<file path="config.mk">
export PLATFORM = sky130hd
export DESIGN_NAME = chip_regbank
export DESIGN_NICKNAME = d
export VERILOG_FILES = /design/src/rtl/chip_regbank_pkg.sv /design/src/rtl/cr_setclr_reg.sv /design/src/rtl/cr_beam_counter.sv /design/src/rtl/cr_read_mux.sv /design/src/rtl/chip_regbank.sv
export SDC_FILE = /design/constraint.sdc
export NUM_CORES = 1
export LEC_CHECK = 0
export BUFFER_PORTS_ARGS = -buffer_cell sky130_fd_sc_hd__buf_4
export CORE_AREA = 2 2 91 71
export CTS_BUF_LIST = sky130_fd_sc_hd__clkbuf_2
export CTS_CLUSTER_SIZE = 20
export DETAILED_ROUTE_END_ITERATION = 16
export DIE_AREA = 0 0 93 73
export HOLD_SLACK_MARGIN = 0.1
export PLACE_DENSITY = 0.88
export SLEW_MARGIN = 10
export SYNTH_ARGS = -nofsm -noshare
export SYNTH_HDL_FRONTEND = slang
export SYNTH_SLANG_ARGS = --single-unit
</file>
<file path="constraint.sdc">
create_clock -name clk -period 1.9 [get_ports clk]
set_input_delay 0.19 -clock clk [delete_from_list [all_inputs] [get_ports clk]]
set_output_delay 0.19 -clock clk [all_outputs]
set_load 0.02 [all_outputs]
</file>
<file path="src/rtl/chip_regbank_pkg.sv">
package chip_regbank_pkg;

    localparam int BUS_DATA_W = 16;
    localparam int CTRL_W     = BUS_DATA_W - 1;

    localparam logic [11:0] OFS_DMA_RD  = 12'h002;
    localparam logic [11:0] OFS_POS_HI  = 12'h004;
    localparam logic [11:0] OFS_POS_LO  = 12'h006;
    localparam logic [11:0] OFS_DMA_WR  = 12'h096;
    localparam logic [11:0] OFS_IEN_WR  = 12'h09A;
    localparam logic [11:0] OFS_IREQ_WR = 12'h09C;
    localparam logic [11:0] OFS_BPL_LO  = 12'h110;
    localparam logic [11:0] OFS_BPL_HI  = 12'h11A;

    localparam int NUM_CTRL = 3;
    localparam int CTRL_DMA = 0;
    localparam int CTRL_IEN = 1;
    localparam int CTRL_IRQ = 2;

    localparam int IEN_MASTER_BIT = 14;

    function automatic logic [11:0] ctrl_wr_offset(int idx);
        case (idx)
            CTRL_DMA: return OFS_DMA_WR;
            CTRL_IEN: return OFS_IEN_WR;
            default:  return OFS_IREQ_WR;
        endcase
    endfunction

endpackage

</file>
<file path="src/rtl/cr_setclr_reg.sv">
module cr_setclr_reg #(
    parameter int          DATA_W   = 16,
    parameter int          WA_W     = 11,
    parameter logic [11:0] WORD_OFS = 12'h096,
    localparam int         W        = DATA_W - 1
) (
    input  logic              clk,
    input  logic              rst,
    input  logic              wr_en,
    input  logic [WA_W-1:0]   word_addr,
    input  logic [DATA_W-1:0] wdata,
    output logic [W-1:0]      value
);

    localparam logic [WA_W-1:0] WORD_IDX = WA_W'(WORD_OFS >> 1);

    typedef struct packed {
        logic [W-1:0] bits;
    } sc_state_t;

    sc_state_t st_d, st_q;
    logic      hit;

    always_comb begin
        hit  = wr_en && (word_addr == WORD_IDX);
        st_d = st_q;
        if (hit) begin
            if (wdata[DATA_W-1]) begin
                st_d.bits = st_q.bits | wdata[W-1:0];
            end else begin
                st_d.bits = st_q.bits & ~wdata[W-1:0];
            end
        end
    end

    always_ff @(posedge clk) begin
        if (rst) begin
            st_q <= '0;
        end else begin
            st_q <= st_d;
        end
    end

    assign value = st_q.bits;


    set_bits_chk: assert property (@(posedge clk) disable iff (rst)
        (hit && wdata[DATA_W-1]) |=>
        ((value & $past(wdata[W-1:0])) == $past(wdata[W-1:0])));


    clear_bits_chk: assert property (@(posedge clk) disable iff (rst)
        (hit && !wdata[DATA_W-1]) |=> ((value & $past(wdata[W-1:0])) == '0));


    no_hit_hold_chk: assert property (@(posedge clk) disable iff (rst)
        !hit |=> $stable(value));

endmodule

</file>
<file path="src/rtl/cr_beam_counter.sv">
module cr_beam_counter #(
    parameter int  H_BASE  = 227,
    parameter int  V_LINES = 262,
    localparam int H_W     = $clog2(H_BASE + 1),
    localparam int V_W     = $clog2(V_LINES)
) (
    input  logic           clk,
    input  logic           rst,
    input  logic           ce,
    output logic [H_W-1:0] h_pos,
    output logic [V_W-1:0] v_pos
);

    localparam logic [H_W-1:0] H_LAST_EVEN = H_W'(H_BASE - 1);
    localparam logic [V_W-1:0] V_LAST      = V_W'(V_LINES - 1);

    typedef struct packed {
        logic [H_W-1:0] h;
        logic [V_W-1:0] v;
    } beam_state_t;

    beam_state_t    st_d, st_q;
    logic [H_W-1:0] h_end;

    always_comb begin
        h_end = H_LAST_EVEN + H_W'(st_q.v[0]);
        st_d  = st_q;
        if (ce) begin
            if (st_q.h == h_end) begin
                st_d.h = '0;
                st_d.v = (st_q.v == V_LAST) ? '0 : st_q.v + 1'b1;
            end else begin
                st_d.h = st_q.h + 1'b1;
            end
        end
    end

    always_ff @(posedge clk) begin
        if (rst) begin
            st_q <= '0;
        end else begin
            st_q <= st_d;
        end
    end

    assign h_pos = st_q.h;
    assign v_pos = st_q.v;


    h_range_chk: assert property (@(posedge clk) disable iff (rst)
        h_pos <= H_W'(H_BASE));


    even_line_short_chk: assert property (@(posedge clk) disable iff (rst)
        !v_pos[0] |-> (h_pos != H_W'(H_BASE)));


    v_range_chk: assert property (@(posedge clk) disable iff (rst)
        v_pos <= V_LAST);


    v_step_on_wrap_chk: assert property (@(posedge clk) disable iff (rst)
        (h_pos != '0) |-> (v_pos == $past(v_pos)));


    ce_low_hold_chk: assert property (@(posedge clk) disable iff (rst)
        !ce |=> ($stable(h_pos) && $stable(v_pos)));

endmodule

</file>
<file path="src/rtl/cr_read_mux.sv">
module cr_read_mux
    import chip_regbank_pkg::*;
#(
    parameter int  DATA_W = 16,
    parameter int  WA_W   = 11,
    parameter int  H_W    = 8,
    parameter int  V_W    = 9,
    localparam int W      = DATA_W - 1
) (
    input  logic              rd_en,
    input  logic [WA_W-1:0]   word_addr,
    input  logic [W-1:0]      dma_value,
    input  logic [DATA_W-1:0] blit_status,
    input  logic [H_W-1:0]    h_pos,
    input  logic [V_W-1:0]    v_pos,
    output logic [DATA_W-1:0] rdata
);

    localparam logic [WA_W-1:0] W_DMA  = WA_W'(OFS_DMA_RD >> 1);
    localparam logic [WA_W-1:0] W_PHI  = WA_W'(OFS_POS_HI >> 1);
    localparam logic [WA_W-1:0] W_PLO  = WA_W'(OFS_POS_LO >> 1);
    localparam logic [WA_W-1:0] W_BPL0 = WA_W'(OFS_BPL_LO >> 1);
    localparam logic [WA_W-1:0] W_BPL5 = WA_W'(OFS_BPL_HI >> 1);

    logic [DATA_W-1:0] pos_hi_d, pos_lo_d, dma_rd_d;

    always_comb begin
        dma_rd_d = {1'b0, dma_value} | blit_status;
        pos_hi_d = DATA_W'(v_pos >> 8);
        pos_lo_d = DATA_W'({8'(h_pos), 8'(v_pos)});
        rdata    = '0;
        if (rd_en) begin
            if (word_addr == W_DMA) begin
                rdata = dma_rd_d;
            end else if (word_addr == W_PHI) begin
                rdata = pos_hi_d;
            end else if (word_addr == W_PLO) begin
                rdata = pos_lo_d;
            end else if (word_addr >= W_BPL0 && word_addr <= W_BPL5) begin
                rdata = '1;
            end
        end
    end


    idle_zero_chk: assert final (rd_en || rdata == '0);

endmodule

</file>
<file path="src/rtl/chip_regbank.sv">
module chip_regbank
    import chip_regbank_pkg::*;
#(
    parameter int  ADDR_W  = 12,
    parameter int  DATA_W  = BUS_DATA_W,
    parameter int  H_BASE  = 227,
    parameter int  V_LINES = 262,
    localparam int WA_W    = ADDR_W - 1,
    localparam int W       = DATA_W - 1,
    localparam int H_W     = $clog2(H_BASE + 1),
    localparam int V_W     = $clog2(V_LINES)
) (
    input  logic              clk,
    input  logic              rst,
    input  logic              beam_ce,
    input  logic              bus_sel,
    input  logic              bus_we,
    input  logic [ADDR_W-1:0] bus_addr,
    input  logic [DATA_W-1:0] bus_wdata,
    input  logic [DATA_W-1:0] blit_status,
    output logic [DATA_W-1:0] bus_rdata,
    output logic              irq_out
);

    logic [WA_W-1:0] word_addr;
    logic            wr_en, rd_en;
    logic            unused_byte_sel;
    logic [W-1:0]    ctrl_q [NUM_CTRL];
    logic [H_W-1:0]  h_pos;
    logic [V_W-1:0]  v_pos;
    logic            irq_d;

    assign word_addr       = bus_addr[ADDR_W-1:1];
    assign unused_byte_sel = bus_addr[0];
    assign wr_en           = bus_sel && bus_we;
    assign rd_en           = bus_sel && !bus_we;

    for (genvar i = 0; i < NUM_CTRL; i++) begin : g_ctrl
        cr_setclr_reg #(
            .DATA_W  (DATA_W),
            .WA_W    (WA_W),
            .WORD_OFS(ctrl_wr_offset(i))
        ) u_reg (
            .clk      (clk),
            .rst      (rst),
            .wr_en    (wr_en),
            .word_addr(word_addr),
            .wdata    (bus_wdata),
            .value    (ctrl_q[i])
        );
    end

    cr_beam_counter #(
        .H_BASE (H_BASE),
        .V_LINES(V_LINES)
    ) u_beam (
        .clk  (clk),
        .rst  (rst),
        .ce   (beam_ce),
        .h_pos(h_pos),
        .v_pos(v_pos)
    );

    cr_read_mux #(
        .DATA_W(DATA_W),
        .WA_W  (WA_W),
        .H_W   (H_W),
        .V_W   (V_W)
    ) u_rd (
        .rd_en      (rd_en),
        .word_addr  (word_addr),
        .dma_value  (ctrl_q[CTRL_DMA]),
        .blit_status(blit_status),
        .h_pos      (h_pos),
        .v_pos      (v_pos),
        .rdata      (bus_rdata)
    );

    always_comb begin
        irq_d = ctrl_q[CTRL_IEN][IEN_MASTER_BIT] &&
                (|(ctrl_q[CTRL_IEN][IEN_MASTER_BIT-1:0] &
                   ctrl_q[CTRL_IRQ][IEN_MASTER_BIT-1:0]));
    end

    assign irq_out = irq_d;


    irq_master_gate_chk: assert property (@(posedge clk) disable iff (rst)
        (wr_en && word_addr == WA_W'(OFS_IEN_WR >> 1) &&
         !bus_wdata[DATA_W-1] && bus_wdata[IEN_MASTER_BIT]) |=> !irq_out);


    irq_clear_all_chk: assert property (@(posedge clk) disable iff (rst)
        (wr_en && word_addr == WA_W'(OFS_IREQ_WR >> 1) &&
         bus_wdata == {1'b0, {W{1'b1}}}) |=> !irq_out);

endmodule

</file>
==> flow_metrics.env <==
export IMPL_ant_nets=0
export IMPL_die_h_um=73
export IMPL_path_depth=4
export IMPL_synth_edf_count=0
export IMPL_synth_top_area_share_pct=36.9
export IMPL_syn_area_um2=3310
export IMPL_start_util_pct=55.1
export IMPL_port_buffers=64
export IMPL_row_count=25
export IMPL_antennaDiodeCount=0
export IMPL_r2r_start="u_beam.v_pos[0]"
export IMPL_netlist_top_cells_area="dfxtp_1 37%, o21a_1 10%, a21boi_0 6.8%, and3_1 6.8%, o31a_1 2.9%"
export IMPL_clk_path_buf_depth=2
export IMPL_arrival_ns=1.76
export IMPL_layout_nets=509
export IMPL_fin_crit_sh_pct=102
export IMPL_crit_end="bus_rdata[0]"
export IMPL_synth_largest_area_cell="dfxtp_1"
export IMPL_ios=66
export IMPL_violations="negative setup slack"
export IMPL_h_tree_depth=3
export IMPL_ys_warn_count=0
export IMPL_place_congestion=0.852
export IMPL_synth_distinct_cells=47
export IMPL_coreArea_um2=6010
export IMPL_wl_mm=9.23
export IMPL_tightest_slew_ns=0.613
export IMPL_avgSynthCellArea_um2=8.96
export IMPL_synthFlopType="dfxtp_1"
export IMPL_slew_headroom_pct=58.6
export IMPL_root_buffer="clkbuf_2"
export IMPL_antenna_found_initial=0
export IMPL_synth_most_common_cell="dfxtp_1"
export IMPL_period_needed_ns=1.95
export IMPL_critPathKind="register to primary output"
export IMPL_drv_slew=0
export IMPL_worstSetupStartpoint="u_beam.v_pos[0]"
export IMPL_synthArstFlopShare_pct=0
export IMPL_dieWidth_um=93
export IMPL_cts_tree="done"
export IMPL_ir_worst_vdd_mv=0.341
export IMPL_critPathLaunchType="register"
export IMPL_crit_required_ns=1.71
export IMPL_r2r_end="u_beam.v_pos[7]"
export IMPL_hold_viol=0
export IMPL_cts_sinks=61
export IMPL_grt_pass1_wl_mm=14.9
export IMPL_power_density_nw_per_um2=514
export IMPL_ys_seq_area_share_pct=36.9
export IMPL_crit_path_max_fanout=2
export IMPL_timing_final_ws_setup_ns=-0.0454
export IMPL_die_area_um2=6790
export IMPL_grt_usage_pct=27.9
export IMPL_leakage_nw=1.82
export IMPL_num_vias=3309
export IMPL_netlist_instances=369
export IMPL_first_pass_iters=5
export IMPL_drtIter0Drc=261
export IMPL_crit_chain="o21ai_1, a2111o_1, a221oi_2, buf_4"
export IMPL_reg2reg_slack_ns=0.16
export IMPL_critPathBufInv=1
export IMPL_cts_buffers=9
export IMPL_hpwl_mm=5.98
export IMPL_clock_skew_ns=0.0116
export IMPL_hold_ws_ns=0.284
export IMPL_area_delta_synth_final_pct=36.1
export IMPL_grt_overflow=0
export IMPL_ff2ff_path_depth=5
export IMPL_clk_pin_slew_ns=0.17
export IMPL_drc=0
export IMPL_grt_max_degree=45
export IMPL_wire_per_inst_um=17.0
export IMPL_power_w=0.00231
export IMPL_first_global_vias=3210
export IMPL_clock_latency_ns=0.49
export IMPL_fill_cells=439
export IMPL_max_stage_delay_ns=0.42
export IMPL_ys_ff_latch=61
export IMPL_maxCapViolCount=0
export IMPL_setup_violations=1
export IMPL_routed_via_density=6.09
export IMPL_end_kind="primary output"
export IMPL_rsz0062_at_grt="yes"
export IMPL_cp_slowest_cell="a2111o_1"
export IMPL_synth_top_cells_by_count="61 x dfxtp_1, 45 x o21a_1, 36 x and3_1, 30 x a21boi_0"
export IMPL_syn_num_nets=421
export IMPL_drive_gt1_share_pct=29.7
export IMPL_hold_class="input pin to register"
export IMPL_cp_top_family="compound AO/OA/AOI/OAI gates"
export IMPL_run_status="finished with violations"
export IMPL_fmax_ghz=0.514
-- routing by layer --
layer	GRT usage, %	share of wire [%]	up-vias
met3	6.51	6.1	18
met2	48.4	49	126
li1	-	-	1568
met1	35.2	43	1597
met5	0	0	-
met4	7.68	1.7	0
-- metrics by stage --
step / util, % / setup slack (ns) / setup TNS, ns / cell area [um^2] / cells
finish: 75.0 / -0.0454 / -0.0454 / 4500 / 543
global route: 75.0 / -0.104 / -0.363 / 4500 / 543
CTS: 74.4 / -0.0727 / -0.570 / 4470 / 542
detailed placement: 67.9 / -0.130 / -0.742 / 4080 / 505
global placement: 67.9 / -0.0909 / -0.327 / 4080 / 505
floorplan: - / 0.00893 / 0 / 3470 / 369
-- worst min-delay path by stage --
stage,start,to,slack (ns),depth (start not counted)
floorplan,rst,u_beam.v_pos[4],0.26,1
global placement,rst,u_beam.v_pos[4],0.36,2
detailed placement,rst,u_beam.v_pos[4],0.37,2
CTS,bus_wdata[15],register,0.26,3
global route,bus_wdata[15],register,0.27,3
finish,bus_wdata[15],register,0.28,3
-- worst min-delay path, cell delays in order --
cell and delay (ns):
buf_4 0.22, and3_1 0.18, o21a_1 0.15
-- final cells by class --
cell class	instances	area (um^2)	area share, %
Multi-Input combinational cell	277	2120	47.1
Tap cell	81	101	2.25
Clock inverter	7	56.3	1.25
Clock buffer	9	45.0	1.00
Inverter	5	18.8	0.417
Sequential cell	61	1230	27.4
Timing Repair Buffer	103	926	20.6
-- power by group --
| part | internal, W | switching, W | total (W) |
|---|---|---|---|
| Sequential | 0.00128 | 0.00000316 | 0.00129 |
| Combinational | 0.000135 | 0.000147 | 0.000283 |
| Clock | 0.000282 | 0.000463 | 0.000745 |
-- cell usage in the layout, fill, tap and decap left out, drive strengths merged, types with 2 or more instances in the layout --
cell	count
nor2	13
a22oi	5
inv	4
nor3	2
clkinv	6
buf	86
ha	3
nand4	6
o31ai	4
nand3b	6
xnor2	6
a221oi	4
mux2i	2
nand3	6
nand2	12
o311ai	3
xor2	3
nor4b	4
and4	2
a21o	2
dlygate4sd3	17
o21ai	17
or3	3
a21boi	44
clkbuf	9
nor4	3
a21oi	17
o31a	11
dfxtp	61
and3	44
or4	3
o21a	45
-- kinds of logic after synthesis --
logic type | synth area share, %
AOI/OAI and AO/OA | 34.2
muxes | 0.605
adders and majority gates | 1.14
DFF | 36.9
xor gates and xnor gates | 2.38
buffers and inverters | 4.27
and+or+nand+nor | 20.5
-- what timing repair did --
| action | in CTS | in global routing |
|---|---|---|
| setup endpoints to repair | 17 | 18 |
| resized for setup | 23 | 8 |
| hold endpoints to repair | 50 | 0 |
| hold buffers | 17 | 0 |
| pin swaps | 6 | 5 |
| buffers inserted | 3 | 2 |
| cloned | 1 | 0 |
Power figures use the tool's default switching activity.
